$ cat config.mk
export PLATFORM = sky130hd
export DESIGN_NAME = otp_shadow_ctrl
export DESIGN_NICKNAME = d
export VERILOG_FILES = /design/src/rtl/otp_pkg.sv /design/src/rtl/otp_cmd_decoder.sv /design/src/rtl/otp_refresh_timer.sv /design/src/rtl/otp_matrix.sv /design/src/rtl/otp_shadow_ctrl.sv
export SDC_FILE = /design/constraint.sdc
export NUM_CORES = 1
export LEC_CHECK = 0
export BUFFER_PORTS_ARGS = -buffer_cell sky130_fd_sc_hd__buf_2
export CELL_PAD_IN_SITES_DETAIL_PLACEMENT = 0
export CELL_PAD_IN_SITES_GLOBAL_PLACEMENT = 1
export CORE_ASPECT_RATIO = 1.2
export CORE_MARGIN = 3
export CORE_UTILIZATION = 44
export CTS_CLUSTER_DIAMETER = 30
export DETAILED_ROUTE_END_ITERATION = 8
export PLACE_DENSITY = 0.91
export SLEW_MARGIN = 20
export SYNTH_ARGS = -nofsm -noshare
export SYNTH_HDL_FRONTEND = slang
export SYNTH_SLANG_ARGS = --single-unit
$ cat constraint.sdc
create_clock -name clk -period 6.9 [get_ports clk]
set_input_delay 0.345 -clock clk [delete_from_list [all_inputs] [get_ports clk]]
set_output_delay 0.345 -clock clk [all_outputs]
set_load 0.03 [all_outputs]
$ cat src/rtl/otp_pkg.sv
// Shared constants and types for the OTP shadow controller.
// Assumes a fixed 3-bit row address, so the matrix has eight 7-bit rows.
package otp_pkg;
    localparam int ROW_AW    = 3;
    localparam int NUM_ROWS  = 1 << ROW_AW;
    localparam int CELL_BITS = 7;
    localparam int FLAT_W    = NUM_ROWS * CELL_BITS;

    localparam logic [7:0] CMD_CALCTL  = 8'hF0;
    localparam logic [7:0] CMD_SHIFTIN = 8'hF1;
    localparam logic [7:0] CMD_WAKE    = 8'h11;
    localparam logic [7:0] CMD_FDS_CLR = 8'hEE;
    localparam logic [7:0] CMD_FDS_SET = 8'hEF;

    typedef enum logic [1:0] {
        DEC_IDLE  = 2'd0,
        DEC_CFG   = 2'd1,
        DEC_SHIFT = 2'd2
    } dec_state_t;

    typedef struct packed {
        logic [ROW_AW-1:0] row;
        logic              pe;
        logic              cal;
    } cal_ctrl_t;
endpackage

$ cat src/rtl/otp_cmd_decoder.sv
// Decodes the qualified byte stream. It holds the calibration control
// flags and the factory-default select, and emits one-cycle shift and
// refresh requests. Assumes at most one byte per cycle.
module otp_cmd_decoder
    import otp_pkg::*;
(
    input  logic                 clk,
    input  logic                 rst_n,
    input  logic                 in_valid,
    input  logic                 in_dc,
    input  logic [7:0]           in_byte,
    output logic                 shift_en,
    output logic [CELL_BITS-1:0] shift_byte,
    output logic                 refresh_req,
    output cal_ctrl_t            ctrl,
    output logic                 fds_sel
);
    dec_state_t state_q;
    cal_ctrl_t  ctrl_q;
    logic       fds_q;
    logic       is_cmd;
    logic       is_data;

    // Classify the incoming byte.
    always_comb begin
        is_cmd  = in_valid && !in_dc;
        is_data = in_valid && in_dc;
    end

    // Command state, control flags and factory-default select.
    always_ff @(posedge clk) begin
        if (!rst_n) begin
            state_q <= DEC_IDLE;
            ctrl_q  <= '0;
            fds_q   <= 1'b1;
        end else if (is_cmd) begin
            case (in_byte)
                CMD_CALCTL:  state_q <= DEC_CFG;
                CMD_SHIFTIN: state_q <= DEC_SHIFT;
                CMD_FDS_CLR: begin state_q <= DEC_IDLE; fds_q <= 1'b0; end
                CMD_FDS_SET: begin state_q <= DEC_IDLE; fds_q <= 1'b1; end
                default:     state_q <= DEC_IDLE;
            endcase
        end else if (is_data && state_q == DEC_CFG) begin
            ctrl_q  <= in_byte[ROW_AW+1:0];
            state_q <= DEC_IDLE;
        end
    end

    // Request strobes toward the matrix and the refresh timer.
    always_comb begin
        shift_en    = is_data && (state_q == DEC_SHIFT);
        shift_byte  = in_byte[CELL_BITS-1:0];
        refresh_req = is_cmd && (in_byte == CMD_WAKE) && !ctrl_q.cal;
        ctrl        = ctrl_q;
        fds_sel     = fds_q;
    end

    assert_cfg_from_data_R2: assert property (@(posedge clk) disable iff (!rst_n)
        !$stable(ctrl_q) |-> $past(is_data));
    assert_fds_from_cmd_R10: assert property (@(posedge clk) disable iff (!rst_n)
        !$stable(fds_q) |-> $past(is_cmd));
endmodule

$ cat src/rtl/otp_refresh_timer.sv
// Background refresh timer. A start request while idle holds busy for
// REFRESH_CYCLES cycles, then pulses done. Requests while busy are
// ignored. Assumes REFRESH_CYCLES >= 1.
module otp_refresh_timer #(
    parameter int REFRESH_CYCLES = 50000
) (
    input  logic clk,
    input  logic rst_n,
    input  logic start,
    output logic busy,
    output logic done
);
    localparam int CNT_W = $clog2(REFRESH_CYCLES + 1);
    localparam logic [CNT_W-1:0] CNT_LOAD = CNT_W'(REFRESH_CYCLES - 1);

    logic             busy_q;
    logic [CNT_W-1:0] cnt_q;

    // Completion is the last busy cycle.
    always_comb begin
        done = busy_q && (cnt_q == '0);
        busy = busy_q;
    end

    // Count down while busy; a start arriving during a refresh is dropped.
    always_ff @(posedge clk) begin
        if (!rst_n) begin
            busy_q <= 1'b0;
            cnt_q  <= '0;
        end else if (!busy_q) begin
            if (start) begin
                busy_q <= 1'b1;
                cnt_q  <= CNT_LOAD;
            end
        end else if (done) begin
            busy_q <= 1'b0;
        end else begin
            cnt_q <= cnt_q - 1'b1;
        end
    end

    assert_busy_holds_R4: assert property (@(posedge clk) disable iff (!rst_n)
        (busy_q && cnt_q != '0) |=> busy_q);
    assert_busy_ends_R4: assert property (@(posedge clk) disable iff (!rst_n)
        done |=> !busy_q);
    assert_no_retrigger_R12: assert property (@(posedge clk) disable iff (!rst_n)
        (busy_q && start && cnt_q != '0) |=> (cnt_q == $past(cnt_q) - 1'b1));
endmodule

$ cat src/rtl/otp_matrix.sv
// Shadow shift chain plus a behavioural non-volatile array. A refresh
// load takes priority over a shift in the same cycle. A burn ORs the
// selected shadow row into the same array row. The array starts from
// NV_INIT at reset.
module otp_matrix
    import otp_pkg::*;
#(
    parameter logic [FLAT_W-1:0] NV_INIT = '0
) (
    input  logic                 clk,
    input  logic                 rst_n,
    input  logic                 shift_en,
    input  logic [CELL_BITS-1:0] shift_byte,
    input  logic                 load,
    input  logic                 burn,
    input  logic [ROW_AW-1:0]    burn_row,
    output logic [FLAT_W-1:0]    shadow_flat
);
    logic [CELL_BITS-1:0] shadow_q [NUM_ROWS];
    logic [CELL_BITS-1:0] nv_q     [NUM_ROWS];

    for (genvar g = 0; g < NUM_ROWS; g++) begin : g_row
        // Shadow cell: reload from the array, or take the neighbour on a shift.
        always_ff @(posedge clk) begin
            if (!rst_n) begin
                shadow_q[g] <= '0;
            end else if (load) begin
                shadow_q[g] <= nv_q[g];
            end else if (shift_en) begin
                if (g == 0) shadow_q[g] <= shift_byte;
                else        shadow_q[g] <= shadow_q[(g == 0) ? 0 : g-1];
            end
        end

        // Array row: accumulate ones from the shadow on a burn aimed here.
        always_ff @(posedge clk) begin
            if (!rst_n) begin
                nv_q[g] <= NV_INIT[g*CELL_BITS +: CELL_BITS];
            end else if (burn && burn_row == ROW_AW'(g)) begin
                nv_q[g] <= nv_q[g] | shadow_q[g];
            end
        end

        // Flatten for the port.
        always_comb shadow_flat[g*CELL_BITS +: CELL_BITS] = shadow_q[g];

        assert_nv_keeps_ones_R9: assert property (@(posedge clk) disable iff (!rst_n)
            1'b1 |=> ((nv_q[g] & $past(nv_q[g])) == $past(nv_q[g])));
    end

    assert_shift_chain_R7: assert property (@(posedge clk) disable iff (!rst_n)
        (shift_en && !load) |=> (shadow_q[1] == $past(shadow_q[0])));
endmodule

$ cat src/rtl/otp_shadow_ctrl.sv
// Top level of the OTP shadow controller. It ties the decoder, the
// refresh timer and the matrix together, gates programming pulses with
// the calibration flags and applies the factory-default select.
// Assumes host_cfg is stable while it is being used.
module otp_shadow_ctrl
    import otp_pkg::*;
#(
    parameter int                REFRESH_CYCLES = 50000,
    parameter int                CAL_IDX        = 0,
    parameter logic [FLAT_W-1:0] NV_INIT        = '0
) (
    input  logic              clk,
    input  logic              rst_n,
    input  logic              in_valid,
    input  logic              in_dc,
    input  logic [7:0]        in_byte,
    input  logic              prog_pulse,
    input  logic [FLAT_W-1:0] host_cfg,
    output logic [FLAT_W-1:0] shadow_q,
    output logic [FLAT_W-1:0] eff_cfg,
    output logic [ROW_AW-1:0] row_sel,
    output logic              prog_sw_en,
    output logic              cal_mode,
    output logic              refresh_busy
);
    logic                 shift_en;
    logic [CELL_BITS-1:0] shift_byte;
    logic                 refresh_req;
    cal_ctrl_t            ctrl;
    logic                 fds_sel;
    logic                 rf_done;
    logic                 burn;

    otp_cmd_decoder u_dec (
        .clk(clk), .rst_n(rst_n), .in_valid(in_valid), .in_dc(in_dc),
        .in_byte(in_byte), .shift_en(shift_en), .shift_byte(shift_byte),
        .refresh_req(refresh_req), .ctrl(ctrl), .fds_sel(fds_sel)
    );

    otp_refresh_timer #(.REFRESH_CYCLES(REFRESH_CYCLES)) u_tmr (
        .clk(clk), .rst_n(rst_n), .start(refresh_req),
        .busy(refresh_busy), .done(rf_done)
    );

    otp_matrix #(.NV_INIT(NV_INIT)) u_mtx (
        .clk(clk), .rst_n(rst_n), .shift_en(shift_en), .shift_byte(shift_byte),
        .load(rf_done), .burn(burn), .burn_row(ctrl.row),
        .shadow_flat(shadow_q)
    );

    // Burn qualification and the control outputs.
    always_comb begin
        burn       = prog_pulse && ctrl.cal && ctrl.pe;
        prog_sw_en = ctrl.pe;
        cal_mode   = ctrl.cal;
        row_sel    = ctrl.row;
    end

    // Effective configuration: the calibration byte always comes from the shadows.
    for (genvar g = 0; g < NUM_ROWS; g++) begin : g_eff
        if (g == CAL_IDX) begin : g_cal
            always_comb eff_cfg[g*CELL_BITS +: CELL_BITS] = shadow_q[g*CELL_BITS +: CELL_BITS];
        end else begin : g_other
            always_comb eff_cfg[g*CELL_BITS +: CELL_BITS] =
                fds_sel ? shadow_q[g*CELL_BITS +: CELL_BITS] : host_cfg[g*CELL_BITS +: CELL_BITS];
        end
    end

    assert_no_refresh_in_cal_R5: assert property (@(posedge clk) disable iff (!rst_n)
        $rose(refresh_busy) |-> !$past(cal_mode));
    assert_switch_follows_flag_R3: assert property (@(posedge clk) disable iff (!rst_n)
        !$stable(prog_sw_en) |-> $past(in_valid && in_dc));
endmodule

Word level (Yosys, flattened, before mapping)
Memories as Yosys holds them, arrays and structs flattened. Index checks and enable logic that the tools add are counted.

Word-level logic and storage cells: 158. RAM bits: 112. Memories: 2. Bits of input ports: 69. Flip-flop bits (word level): 25. Output and inout bits: 118.

Bitwise logic cells: 33. Reduce and logical (&&, ||, !) cells: 27. Add/subtract/negate cells: 1. Equality and inequality tests: 15. Muxes and demuxes: 73.

Memory list: u_mtx.nv_q (depth 8, width 7, read ports 8, clocked after Yosys merged registers in 0, wr ports 8, RTL line otp_matrix.sv:20) `logic [CELL_BITS-1:0] nv_q [NUM_ROWS];`; u_mtx.shadow_q (depth 8, width 7, read ports 8, clocked after Yosys merged registers in 0, wr ports 8, RTL line otp_matrix.sv:19) `logic [CELL_BITS-1:0] shadow_q [NUM_ROWS];`.

Operators with widths (count): 2-to-1 mux 7 bit (31); bitwise OR 7 bit (8); 2-to-1 mux 16 bit (3); 2-to-1 mux 1 bit (35); equality test 8 bit (second input constant) (4); bitwise OR 1 bit (24); logical AND 1 bit (17); logical NOT 16 bit (1); subtractor 16 x 1 -> 16 bit (second input constant) (1); equality test 3 bit (second input constant) (4); equality test 8 x 5 -> 1 bit (second input constant) (1); equality test 3 x 2 -> 1 bit (second input constant) (2); AND reduction 2 bit (3); nonzero test 2 bit (3); 2-to-1 mux 2 bit (2); one-hot mux 2 bit (2 select lines) (1); equality test 3 x 1 -> 1 bit (second input constant) (1); logical NOT 3 bit (1); equality test 2 x 1 -> 1 bit (second input constant) (1); equality test 2 bit (second input constant) (1); logical NOT 1 bit (2); != test 2 bit (second input constant) (1); one-hot mux 1 bit (2 select lines) (1); NOT 1 bit (1).

Longest topological paths before layout
Gate-level depths: netlist of the first run.

Word-level depth: 7. Mapped depth: 9.

By module
Synthesis of the first run repeated with hierarchy kept, for this count alone.

Cell total of the unflattened synthesis: 547. Area total of the unflattened synthesis: 6810.3 µm².

By module, submodules not included: otp_matrix (cells each 324, seq. area each 3363.2 µm², area each 4687.0 µm², times used 1); otp_refresh_timer (cells each 117, seq. area each 340.3 µm², area each 998.5 µm², times used 1); otp_shadow_ctrl (cells each 62, seq. area each 0.0 µm², area each 696.9 µm², times used 1); otp_cmd_decoder (cells each 44, seq. area each 160.2 µm², area each 427.9 µm², times used 1).

Least setup slack after synthesis of the first run
No wires, ideal clock.

Path kind: register -> register. Start point: register u_tmr.cnt_q[0]. End point: memory u_mtx.shadow_q[0][0], enable pin. Cell stages (with the launch flop): 7. Setup time: 0.715 ns. Data arrival time: 2.366 ns. Setup slack: 3.819 ns. Period minus slack after synthesis: 3.081 ns. Required time: 6.185 ns. Path through: dfxtp_1 -> inv_1 -> ha_1 -> nor4bb_1 -> nand4_1 -> clkbuf_1 -> nand3_1.

RTL lines: start, declared (RTL line otp_refresh_timer.sv:17) `logic [CNT_W-1:0] cnt_q;`; start signal, assigned (RTL line otp_refresh_timer.sv:38) `cnt_q <= cnt_q - 1'b1;`; end, declared (RTL line otp_matrix.sv:19).

==> impl_metrics.toml, run 1 <==
[power]
seqPwrFrac = 0.471
intPower_mw = 1.53
swShare = 0.233
combPwrFrac = 0.068
power.density_mw_per_mm2 = 247
p_leak_nw = 3.33
ir_drop_mv = 0.156
power_frac_clock = 0.461
p_sw_mw = 0.464

[synthesis]
ys_ff_latch = 137
synth_ff_type = "edfxtp_1"
syn_area_mm2 = 0.00648
yosysWarnings = 0
synth_edf_count = 112
synthCells = 514
syn-num-nets = 584
yosysSeqAreaShare = 0.596
async_reset_ff_frac = 0
ys_types = 50
syn_avg_cell_area_um2 = 12.6

[clocking]
root_buffer = "clkbuf_16"
numCtsBuffers = 17
cts_setup_buffers = 0
cts_resized = 0
cts-hold-fix-buffers = 0
cts_buffer_depth = 2
insertion_delay_ns = 0.42
path_clk_slew_ns = 0.06
cts_tree = "done"
clock-sinks = 137
cts.htree.levels = 4

[global_routing]
grt_usage = 0.194
grt_overflow = 0
grt_max_degree = 57
grt_pass1_wl_um = 24800
grt_pass1_vias = 4670
antenna_found_initial = 0

[status]
status = "finished clean"

[worst_hold_path]
hold_start = "in_byte[4]"
min_to = "u_dec.ctrl[4]"
min_path_type = "input port to flop"
whs_path_depth = 3

[die]
die_y_um = 139
coreArea_mm2 = 0.0141
design.die.area_mm2 = 0.0162
row_count = 47
start_util = 0.459
ios = 187
die_w_um = 117

[sta]
min_period_over_period = 0.467
rsz0062_at_grt = "false"
max_slew_margin = 0.295
hold_violations = 0
finClkSkew_ns = 0.00833
fmax_mhz = 310
fin_tns_setup_ns = 0
final_max_slew_viol_count = 0
finalSetupViolCount = 0
post-route-min-period_ns = 3.22
worstMarginPinSlew_ns = 1.05

[drt]
route.detailed.drc = 0
drt_iter0_drc = 357
vias_per_cell = 5.76
ant_nets = 0
post_drt_wl_per_cell_um = 18.8
vias = 4975
firstDrtPassIters = 5
wirelength_um = 16300

[final_layout]
area_growth_pct = 24.4
nets = 750
final_util = 0.571
antennaDiodeCount = 0
num-fill-cells = 1146
drive_above_1_share = 0.395

[critical_path]
worst_setup_path_start_kind = "flop"
crit_slowest_cell = "nand4_1"
critPathMaxStageDelay_ns = 0.75
rr_worst_depth = 4
crit_chain = "nor4_1, nand4_1, nand3_2, buf_4"
r2r_slack_ns = 3.68
path_class = "flop to flop"
crit_path_max_fanout = 31
r2r-start = "u_tmr.cnt_q[7]"
setup.worst_path.end_class = "flop"
critical_path_arrival_ns = 3.29
rr_endpoint = "u_mtx.shadow_q[0][9]"
cp.required_ns = 6.97

[placement]
place_hpwl_um = 11400
gp_congestion = 0.850
io_buffers = 179

[run]
cap_violations = 0
per-layer routing:
| metal | GRT usage | up-vias | share of wire |
|---|---|---|---|
| li1 | - | 2343 | - |
| met1 | 0.253 | 2399 | 0.42 |
| met2 | 0.318 | 206 | 0.49 |
| met3 | 0.0345 | 27 | 0.060 |
| met4 | 0.0755 | 0 | 0.021 |
| met5 | 0 | - | 0 |
per-stage QoR:
step | cell area (µm²) | hold WS [ns] | total power [mW] | worst slack, ns | std cells
4_1_cts | 8060 | 0.222 | 2.00 | 3.71 | 864
3_5_place_dp | 7460 | 0.505 | 1.09 | 3.73 | 832
2_1_floorplan | 6480 | 0.469 | 1.03 | 3.82 | 514
3_3_place_gp | 7460 | 0.485 | 1.09 | 3.80 | 832
6_report | 8060 | 0.227 | 1.99 | 3.68 | 864
5_1_grt | 8060 | 0.255 | 2.05 | 3.37 | 864
kinds of logic after synthesis:
group,count (synthesis),synth area share
simple gates,149,0.118
buf+inv,45,0.0336
flops,137,0.596
fa+ha+maj,1,0.00193
compound gates,126,0.155
mux,56,0.0959
critical path, delay by kind of cell, from the launching register on:
kind          cells  cell delay [ns]
buf+inv           1             0.47
flops             1             0.36
simple gates      3             2.03
synthesized netlist by cell type, drive strengths merged, types with 3 or more instances:
| library cell | instances | share of area |
|---|---|---|
| a21oi | 9 | 0.0075 |
| a22o | 56 | 0.076 |
| a311oi | 11 | 0.015 |
| and2 | 3 | 0.0029 |
| and4 | 4 | 0.0054 |
| buf | 21 | 0.020 |
| clkbuf | 16 | 0.0093 |
| dfxtp | 25 | 0.077 |
| edfxtp | 112 | 0.52 |
| inv | 7 | 0.0041 |
| mux2 | 49 | 0.085 |
| mux2i | 7 | 0.011 |
| nand2 | 8 | 0.0046 |
| nand2b | 3 | 0.0029 |
| nand3 | 9 | 0.0069 |
| nand4 | 5 | 0.0048 |
| nand4b | 4 | 0.0054 |
| nor2 | 75 | 0.043 |
| nor3 | 9 | 0.0069 |
| nor4 | 8 | 0.0087 |
| nor4b | 3 | 0.0041 |
| o21a | 28 | 0.032 |
| o21ai | 9 | 0.0069 |
| o31a | 3 | 0.0041 |
| o31ai | 4 | 0.0046 |
| or4 | 7 | 0.0087 |
how the worst max path moves through the flow:
stage,start,to,slack [ns],depth (start not counted)
after floorplan,u_tmr.cnt_q[0],u_mtx.shadow_q[0][0],3.82,6
final,u_tmr.cnt_q[7],u_mtx.shadow_q[0][9],3.68,4
after detailed placement,u_tmr.cnt_q[7],u_mtx.shadow_q[0][4],3.73,4
after CTS,u_tmr.busy,u_mtx.shadow_q[0][17],3.71,4
after global placement,u_tmr.cnt_q[7],u_mtx.shadow_q[0][1],3.80,4
after global routing,u_tmr.cnt_q[7],u_mtx.shadow_q[0][9],3.37,4
state kept, by name (all words and copies together), names as in the netlist:
| register | count |
|---|---|
| u_dec.state_q | 2 |
| u_dec.ctrl | 5 |
| u_mtx.shadow_q | 56 |
| u_mtx.nv_q | 56 |
| u_dec.fds_sel | 1 |
| u_tmr.cnt_q | 16 |
| u_tmr.busy | 1 |
layout by cell type (no fill, tap or decap), types with 4 or more instances in the layout:
master,n
buf_4,5
or4_1,6
o31ai_1,4
nor4_1,7
dfxtp_1,24
nand3_1,8
and4_1,4
mux2_2,49
nand2_1,8
edfxtp_1,112
nand4b_1,4
a311oi_1,11
nor2_1,74
clkbuf_16,17
a21oi_1,8
nor3_1,8
buf_2,179
mux2i_1,7
a22o_1,56
o21a_1,28
inv_1,7
o21ai_0,6
nand4_1,5
clkinvlp_4,4
power groups by stage:
stage | logic (mW) | clock network [mW] | registers [mW]
5_1_grt | 0.145 | 0.965 | 0.942
3_5_place_dp | 0.136 | 0 | 0.956
3_3_place_gp | 0.134 | 0 | 0.955
4_1_cts | 0.136 | 0.926 | 0.939
2_1_floorplan | 0.0611 | 0 | 0.973
6_report | 0.135 | 0.918 | 0.939
area by class of cell:
type                            instances  area (µm²)  area share
Clock buffer                           18         429      0.0532
Clock inverter                         14         173      0.0214
Inverter                                8        30.0     0.00372
Multi-Input combinational cell        332        2420       0.300
Sequential cell                       137        3870       0.480
Tap cell                              171         214      0.0265
Timing Repair Buffer                  184         933       0.116
Note: power is estimated with default switching activity, not from simulation.
==> inputs of run 2 (changes only) <==
--- a/config.mk
+++ b/config.mk
@@ -5,15 +5,16 @@
 export SDC_FILE = /design/constraint.sdc
 export NUM_CORES = 1
 export LEC_CHECK = 0
+export ABC_AREA = 1
 export BUFFER_PORTS_ARGS = -buffer_cell sky130_fd_sc_hd__buf_2
 export CELL_PAD_IN_SITES_DETAIL_PLACEMENT = 0
 export CELL_PAD_IN_SITES_GLOBAL_PLACEMENT = 1
 export CORE_ASPECT_RATIO = 1.2
 export CORE_MARGIN = 3
-export CORE_UTILIZATION = 44
+export CORE_UTILIZATION = 36
 export CTS_CLUSTER_DIAMETER = 30
 export DETAILED_ROUTE_END_ITERATION = 8
-export PLACE_DENSITY = 0.91
+export PLACE_DENSITY = 0.83
 export SLEW_MARGIN = 20
 export SYNTH_ARGS = -nofsm -noshare
 export SYNTH_HDL_FRONTEND = slang
==> constraint.sdc (replaced) <==
create_clock -name clk -period 2.8 [get_ports clk]
set_input_delay 0.14 -clock clk [delete_from_list [all_inputs] [get_ports clk]]
set_output_delay 0.14 -clock clk [all_outputs]
set_load 0.03 [all_outputs]
==> impl_metrics.toml, run 2 <==
[status]
status = "finished clean"

[synthesis]
synth.most_common_cell = "inv_1"
syn_area_mm2 = 0.00698
synth_top_area_share = 0.482
async_reset_ff_frac = 0
synthTopCellsByArea = "edfxtp_1, inv_1, nand2_1"
yosysWarnings = 0
synthTopCellsByCount = "inv_1, nand2_1, edfxtp_1"
synthCells = 745
synth_ff_type = "edfxtp_1"
synth_edf_count = 112
ys_ff_latch = 137
syn_avg_cell_area_um2 = 9.37
yosysSeqAreaShare = 0.553
ys_types = 32
yosysTopAreaCell = "edfxtp_1"
syn-num-nets = 815

[clocking]
cts_setup_buffers = 0
path_clk_slew_ns = 0.06
cts.htree.levels = 4
cts_buffer_depth = 2
cts-hold-fix-buffers = 0
insertion_delay_ns = 0.42
clock-sinks = 137
cts_resized = 0
root_buffer = "clkbuf_16"
cts_tree = "done"
numCtsBuffers = 17

[drt]
ant_nets = 0
drt_iter0_drc = 536
wirelength_um = 18100
vias_per_cell = 4.77
route.detailed.drc = 0
firstDrtPassIters = 5
vias = 5673
post_drt_wl_per_cell_um = 15.2

[final_layout]
num-fill-cells = 1806
design_area_mm2 = 0.00876
layout_commonest_cell = "buf_2"
drive_above_1_share = 0.305
area_growth_pct = 25.5
antennaDiodeCount = 0
reg_top3 = "u_mtx.nv_q: 56 flops, u_mtx.shadow_q: 56 flops, u_tmr.cnt_q: 16 flops"
multiInputGateArea_mm2 = 0.00230
seqCellArea_mm2 = 0.00386
mostFrequentLayoutCells = "buf_2, inv_1, nand2_1, edfxtp_1, a21oi_1"
nets = 990

[worst_hold_path]
hold_start = "in_byte[1]"
min_path_type = "input port to flop"
min_to = "u_dec.ctrl[1]"
whs_path_depth = 3

[power]
power.total_mw = 5.33
p_leak_nw = 3.86
ir_drop_mv = 0.384
power.density_mw_per_mm2 = 608

[critical_path]
rr_worst_depth = 9
crit_slowest_cell = "dfxtp_1"
rr_endpoint = "u_mtx.shadow_q[0][6]"
setup.worst_path.end_class = "flop"
critPathMostFrequentCell = "nand3_2"
cp.required_ns = 2.93
path_class = "flop to flop"
r2r-start = "u_tmr.cnt_q[0]"
crit_path_max_fanout = 34
crit_chain = "inv_1, ha_1, nand3_2, nor2_4, nand3_4, nand3_2, buf_12, nand3_2, buf_4"
r2r_slack_ns = 0.59
critPathMaxStageDelay_ns = 0.32
worst_setup_path_start_kind = "flop"
critical_path_arrival_ns = 2.34

[global_routing]
grt_pass1_vias = 5242
grt_pass1_wl_um = 28200
grt_usage = 0.170
antenna_found_initial = 0
grt_max_degree = 46
grt_overflow = 0

[die]
die_w_um = 133
ios = 187
design.die.area_mm2 = 0.0211
coreArea_mm2 = 0.0189
die_y_um = 159
row_count = 55
start_util = 0.369

[sta]
final_max_slew_viol_count = 0
fmax_mhz = 453
post-route-min-period_ns = 2.21
min_period_over_period = 0.788
fin_tns_setup_ns = 0
finalSetupViolCount = 0
hold_violations = 0
finClkSkew_ns = 0.0110
worst_slack_ns = 0.593
rsz0062_at_grt = "false"
max_slew_margin = 0.582
worstMarginPinSlew_ns = 0.624

[run]
cap_violations = 0

[placement]
io_buffers = 179
gp_congestion = 0.861
place_hpwl_um = 13100
postPlaceCellArea_mm2 = 0.00806
place_ws_ns = 0.607
run 2: cell families (layout without fill, tap and decap cells):
| family | after synthesis | count (layout) | share of synthesized area |
|---|---|---|---|
| flops | 137 | 137 | 0.553 |
| simple gates | 226 | 226 | 0.142 |
| fa+ha+maj | 1 | 1 | 0.00179 |
| buf+inv | 188 | 376 | 0.118 |
| compound gates | 193 | 193 | 0.185 |
run 2: routing by layer:
metal	up-vias	global-route usage	share of wire	wire length [µm]
met2	180	0.291	0.50	9080
li1	2839	-	-	-
met3	23	0.0420	0.056	1000
met5	-	0	0	0
met4	0	0.0480	0.017	312
met1	2631	0.217	0.42	7660
run 2: how the worst max path moves through the flow:
| stage | cells past startpoint | slack [ns] | from | endpoint |
|---|---|---|---|---|
| floorplan | 9 | 0.21 | u_tmr.cnt_q[0] | u_mtx.shadow_q[0][0] |
| global placement | 9 | 0.64 | u_tmr.cnt_q[0] | u_mtx.shadow_q[0][12] |
| detailed placement | 9 | 0.61 | u_tmr.cnt_q[0] | u_mtx.shadow_q[0][12] |
| CTS | 9 | 0.59 | u_tmr.cnt_q[0] | u_mtx.shadow_q[0][27] |
| global route | 9 | 0.45 | u_tmr.cnt_q[0] | u_mtx.shadow_q[0][6] |
| finish | 9 | 0.59 | u_tmr.cnt_q[0] | u_mtx.shadow_q[0][6] |
run 2: stage by stage:
stage	hold slack (ns)	utilization	std cells
floorplan	0.270	-	745
CTS	0.0120	0.463	1189
detailed placement	0.458	0.426	1157
finish	0.0348	0.463	1189
global placement	0.457	0.426	1157
global route	0.0512	0.463	1189
run 2: cell type report:
| type | count | area share |
|---|---|---|
| Tap cell | 256 | 0.0366 |
| Clock buffer | 19 | 0.0494 |
| Clock inverter | 13 | 0.0308 |
| Inverter | 152 | 0.0651 |
| Multi-Input combinational cell | 420 | 0.262 |
| Timing Repair Buffer | 192 | 0.115 |
| Sequential cell | 137 | 0.441 |
run 2: power by group:
group          internal, mW  total (mW)  switching, mW
clock network          1.85        2.68          0.838
registers              2.25        2.28         0.0236
logic                0.0980       0.369          0.272
run 2: worst max-delay path, delay by kind of cell, from the launching register on:
kind	cells	cell delay [ns]
adders and majority gates	1	0.20
buffers and inverters	3	0.61
DFF	1	0.32
and+or+nand+nor	5	0.77
==> inputs of run 3 (changes only) <==
--- a/config.mk
+++ b/config.mk
@@ -5,16 +5,16 @@
 export SDC_FILE = /design/constraint.sdc
 export NUM_CORES = 1
 export LEC_CHECK = 0
-export ABC_AREA = 1
+export ABC_AREA = 0
 export BUFFER_PORTS_ARGS = -buffer_cell sky130_fd_sc_hd__buf_2
 export CELL_PAD_IN_SITES_DETAIL_PLACEMENT = 0
 export CELL_PAD_IN_SITES_GLOBAL_PLACEMENT = 1
 export CORE_ASPECT_RATIO = 1.2
 export CORE_MARGIN = 3
-export CORE_UTILIZATION = 36
+export CORE_UTILIZATION = 37
 export CTS_CLUSTER_DIAMETER = 30
 export DETAILED_ROUTE_END_ITERATION = 8
-export PLACE_DENSITY = 0.83
+export PLACE_DENSITY = 0.82
 export SLEW_MARGIN = 20
 export SYNTH_ARGS = -nofsm -noshare
 export SYNTH_HDL_FRONTEND = slang
==> constraint.sdc (replaced) <==
create_clock -name clk -period 1.85 [get_ports clk]
set_input_delay 0.0925 -clock clk [delete_from_list [all_inputs] [get_ports clk]]
set_output_delay 0.0925 -clock clk [all_outputs]
set_load 0.03 [all_outputs]
==> impl_metrics.toml, run 3 (synthesized netlist as in run 1, its figures left out) <==
[status]
status = "finished clean"

[worst_hold_path]
min_path_type = "input port to flop"
whs_path_depth = 4

[die]
ios = 187
start_util = 0.380
design.die.area_mm2 = 0.0191
die_y_um = 151
die_w_um = 127
coreArea_mm2 = 0.0170
row_count = 52

[sta]
finClkSkew_ns = 0.00722
final_max_slew_viol_count = 0
rsz0062_at_grt = "true"
hold_violations = 0
max_slew_margin = 0.702
worstMarginPinSlew_ns = 0.442
fmax_mhz = 553
finalSetupViolCount = 0
worst_slack_ns = 0.0422
post-route-min-period_ns = 1.81
min_period_over_period = 0.977

[placement]
place_ws_ns = -0.108
gp_congestion = 0.859
postPlaceCellArea_mm2 = 0.00797
io_buffers = 179
place_hpwl_um = 12700

[clocking]
insertion_delay_ns = 0.42
path_clk_slew_ns = 0.06
cts.htree.levels = 4
cts_tree = "done"
numCtsBuffers = 17
cts_buffer_depth = 2
root_buffer = "clkbuf_16"
clock-sinks = 137

[critical_path]
r2r_slack_ns = 0.04
crit_start = "u_tmr.cnt_q[12]"
cp.required_ns = 2.02
r2r-start = "u_tmr.cnt_q[12]"
rr_worst_depth = 5
crit_path_max_fanout = 31
rr_endpoint = "u_mtx.shadow_q[1][20]"
setup.worst_path.end_class = "flop"
critical_path_arrival_ns = 1.97
crit_slowest_cell = "nor4_4"
crit_chain = "nor4_4, and4_4, nor3_4, buf_12, a22o_1"
critPathMaxStageDelay_ns = 0.37
path_class = "flop to flop"
worst_setup_path_start_kind = "flop"
crit_path_end = "u_mtx.shadow_q[1][20]"

[power]
power.density_mw_per_mm2 = 871
ir_drop_mv = 0.443
p_leak_nw = 3.63

[drt]
post_drt_wl_per_cell_um = 18.7
route.detailed.drc = 0
ant_nets = 0
firstDrtPassIters = 7
vias = 5247
vias_per_cell = 5.52
drt_iter0_drc = 331
wirelength_um = 17700

[final_layout]
num-fill-cells = 1517
nets = 792
final_util = 0.509
antennaDiodeCount = 0
reg_top3 = "u_mtx.nv_q: 56 flops, u_mtx.shadow_q: 56 flops, u_tmr.cnt_q: 16 flops"
design_area_mm2 = 0.00868
mostFrequentLayoutCells = "buf_2, edfxtp_1, nor2_1, a22o_1, mux2_2"
area_growth_pct = 33.9
drive_above_1_share = 0.457
layout_commonest_cell = "buf_2"

[global_routing]
grt_usage = 0.185
busiest_layer = "met2"
grt_pass1_vias = 5120
antenna_found_initial = 0
grtUsageMet1 = 0.225
grt_pass1_wl_um = 27600
use_met3 = 0.0423
grt_overflow = 0
gr-usage-met2 = 0.325
grt_max_degree = 49

[run]
cap_violations = 0
-- run 3: changes by cell type in the layout (fill, tap and decap cells not counted), moves of 10 or more --
| cell | before | now |
|---|---|---|
| o21ai_0 | 57 | 8 |
| nand2_1 | 134 | 8 |
| a311oi_1 | 0 | 10 |
| nor2_1 | 34 | 74 |
| inv_1 | 144 | 5 |
| a22o_1 | 0 | 56 |
| mux2_2 | 0 | 49 |
| buf_4 | 12 | 37 |
| a21oi_1 | 75 | 7 |
| o22ai_2 | 40 | 0 |
| nand3_1 | 33 | 8 |
| o22ai_1 | 13 | 0 |
| o21a_1 | 0 | 28 |
-- run 3: what timing repair did --
item | 4_1_cts | 5_1_grt
pin swaps | 1 | 7
endpoints found under the setup margin | 120 | 72
hold buffers | 1 | 0
buffers inserted | 1 | 0
gates cloned | 0 | 0
gates resized for setup | 4 | 15
endpoints found under the hold margin | 1 | 0
-- run 3: worst max-delay path: cells and delay by family, from the launching register on --
| kind | cells | cell delay [ns] |
|---|---|---|
| compound gates | 1 | 0.25 |
| simple gates | 3 | 0.75 |
| buf+inv | 1 | 0.18 |
| flops | 1 | 0.36 |
-- run 3: cell type report --
class | instances | area [µm²] | area share
clock buffers | 19 | 433 | 0.0499
clock inverters | 13 | 178 | 0.0205
inverters | 8 | 30.0 | 0.00346
multi-input cells | 332 | 2560 | 0.295
flip-flops and latches | 137 | 3870 | 0.446
well taps | 216 | 270 | 0.0311
repair buffers | 226 | 1340 | 0.154
-- run 3: stage by stage --
step                setup TNS [ns]  power, mW  cells  hold slack [ns]
floorplan                    -7.45       3.85    514            0.221
global placement            -0.167       4.11    917            0.423
detailed placement           -3.62       4.12    917            0.425
CTS                              0       7.60    951           0.0226
global route                 -1.22       7.81    951           0.0415
finish                           0       7.56    951           0.0291
-- run 3: how the worst min path moves through the flow --
| stage | start | endpoint | slack [ns] |
|---|---|---|---|
| 4_1_cts | in_byte[3] | u_dec.ctrl[3] | 0.02 |
| 6_report | in_byte[3] | u_dec.ctrl[3] | 0.03 |
| 3_3_place_gp | in_byte[6] | u_mtx.shadow_q[0][6] | 0.42 |
| 5_1_grt | in_byte[3] | u_dec.ctrl[3] | 0.04 |
| 2_1_floorplan | in_byte[0] | u_dec.fds_sel | 0.22 |
| 3_5_place_dp | in_byte[6] | u_mtx.shadow_q[0][6] | 0.43 |
-- run 3: where the power goes --
group | internal [mW] | switching [mW] | leakage [nW]
clock | 2.24 | 1.25 | 0.288
combinational | 0.195 | 0.361 | 1.99
sequential | 3.42 | 0.0884 | 1.35
total | 5.85 | 1.70 | 3.63
-- run 3: routing by layer --
metal  wire length (µm)  part of all wire
met1               7060              0.40
met2               9300              0.52
met3               1180             0.066
met4                212             0.012
met5                  0                 0
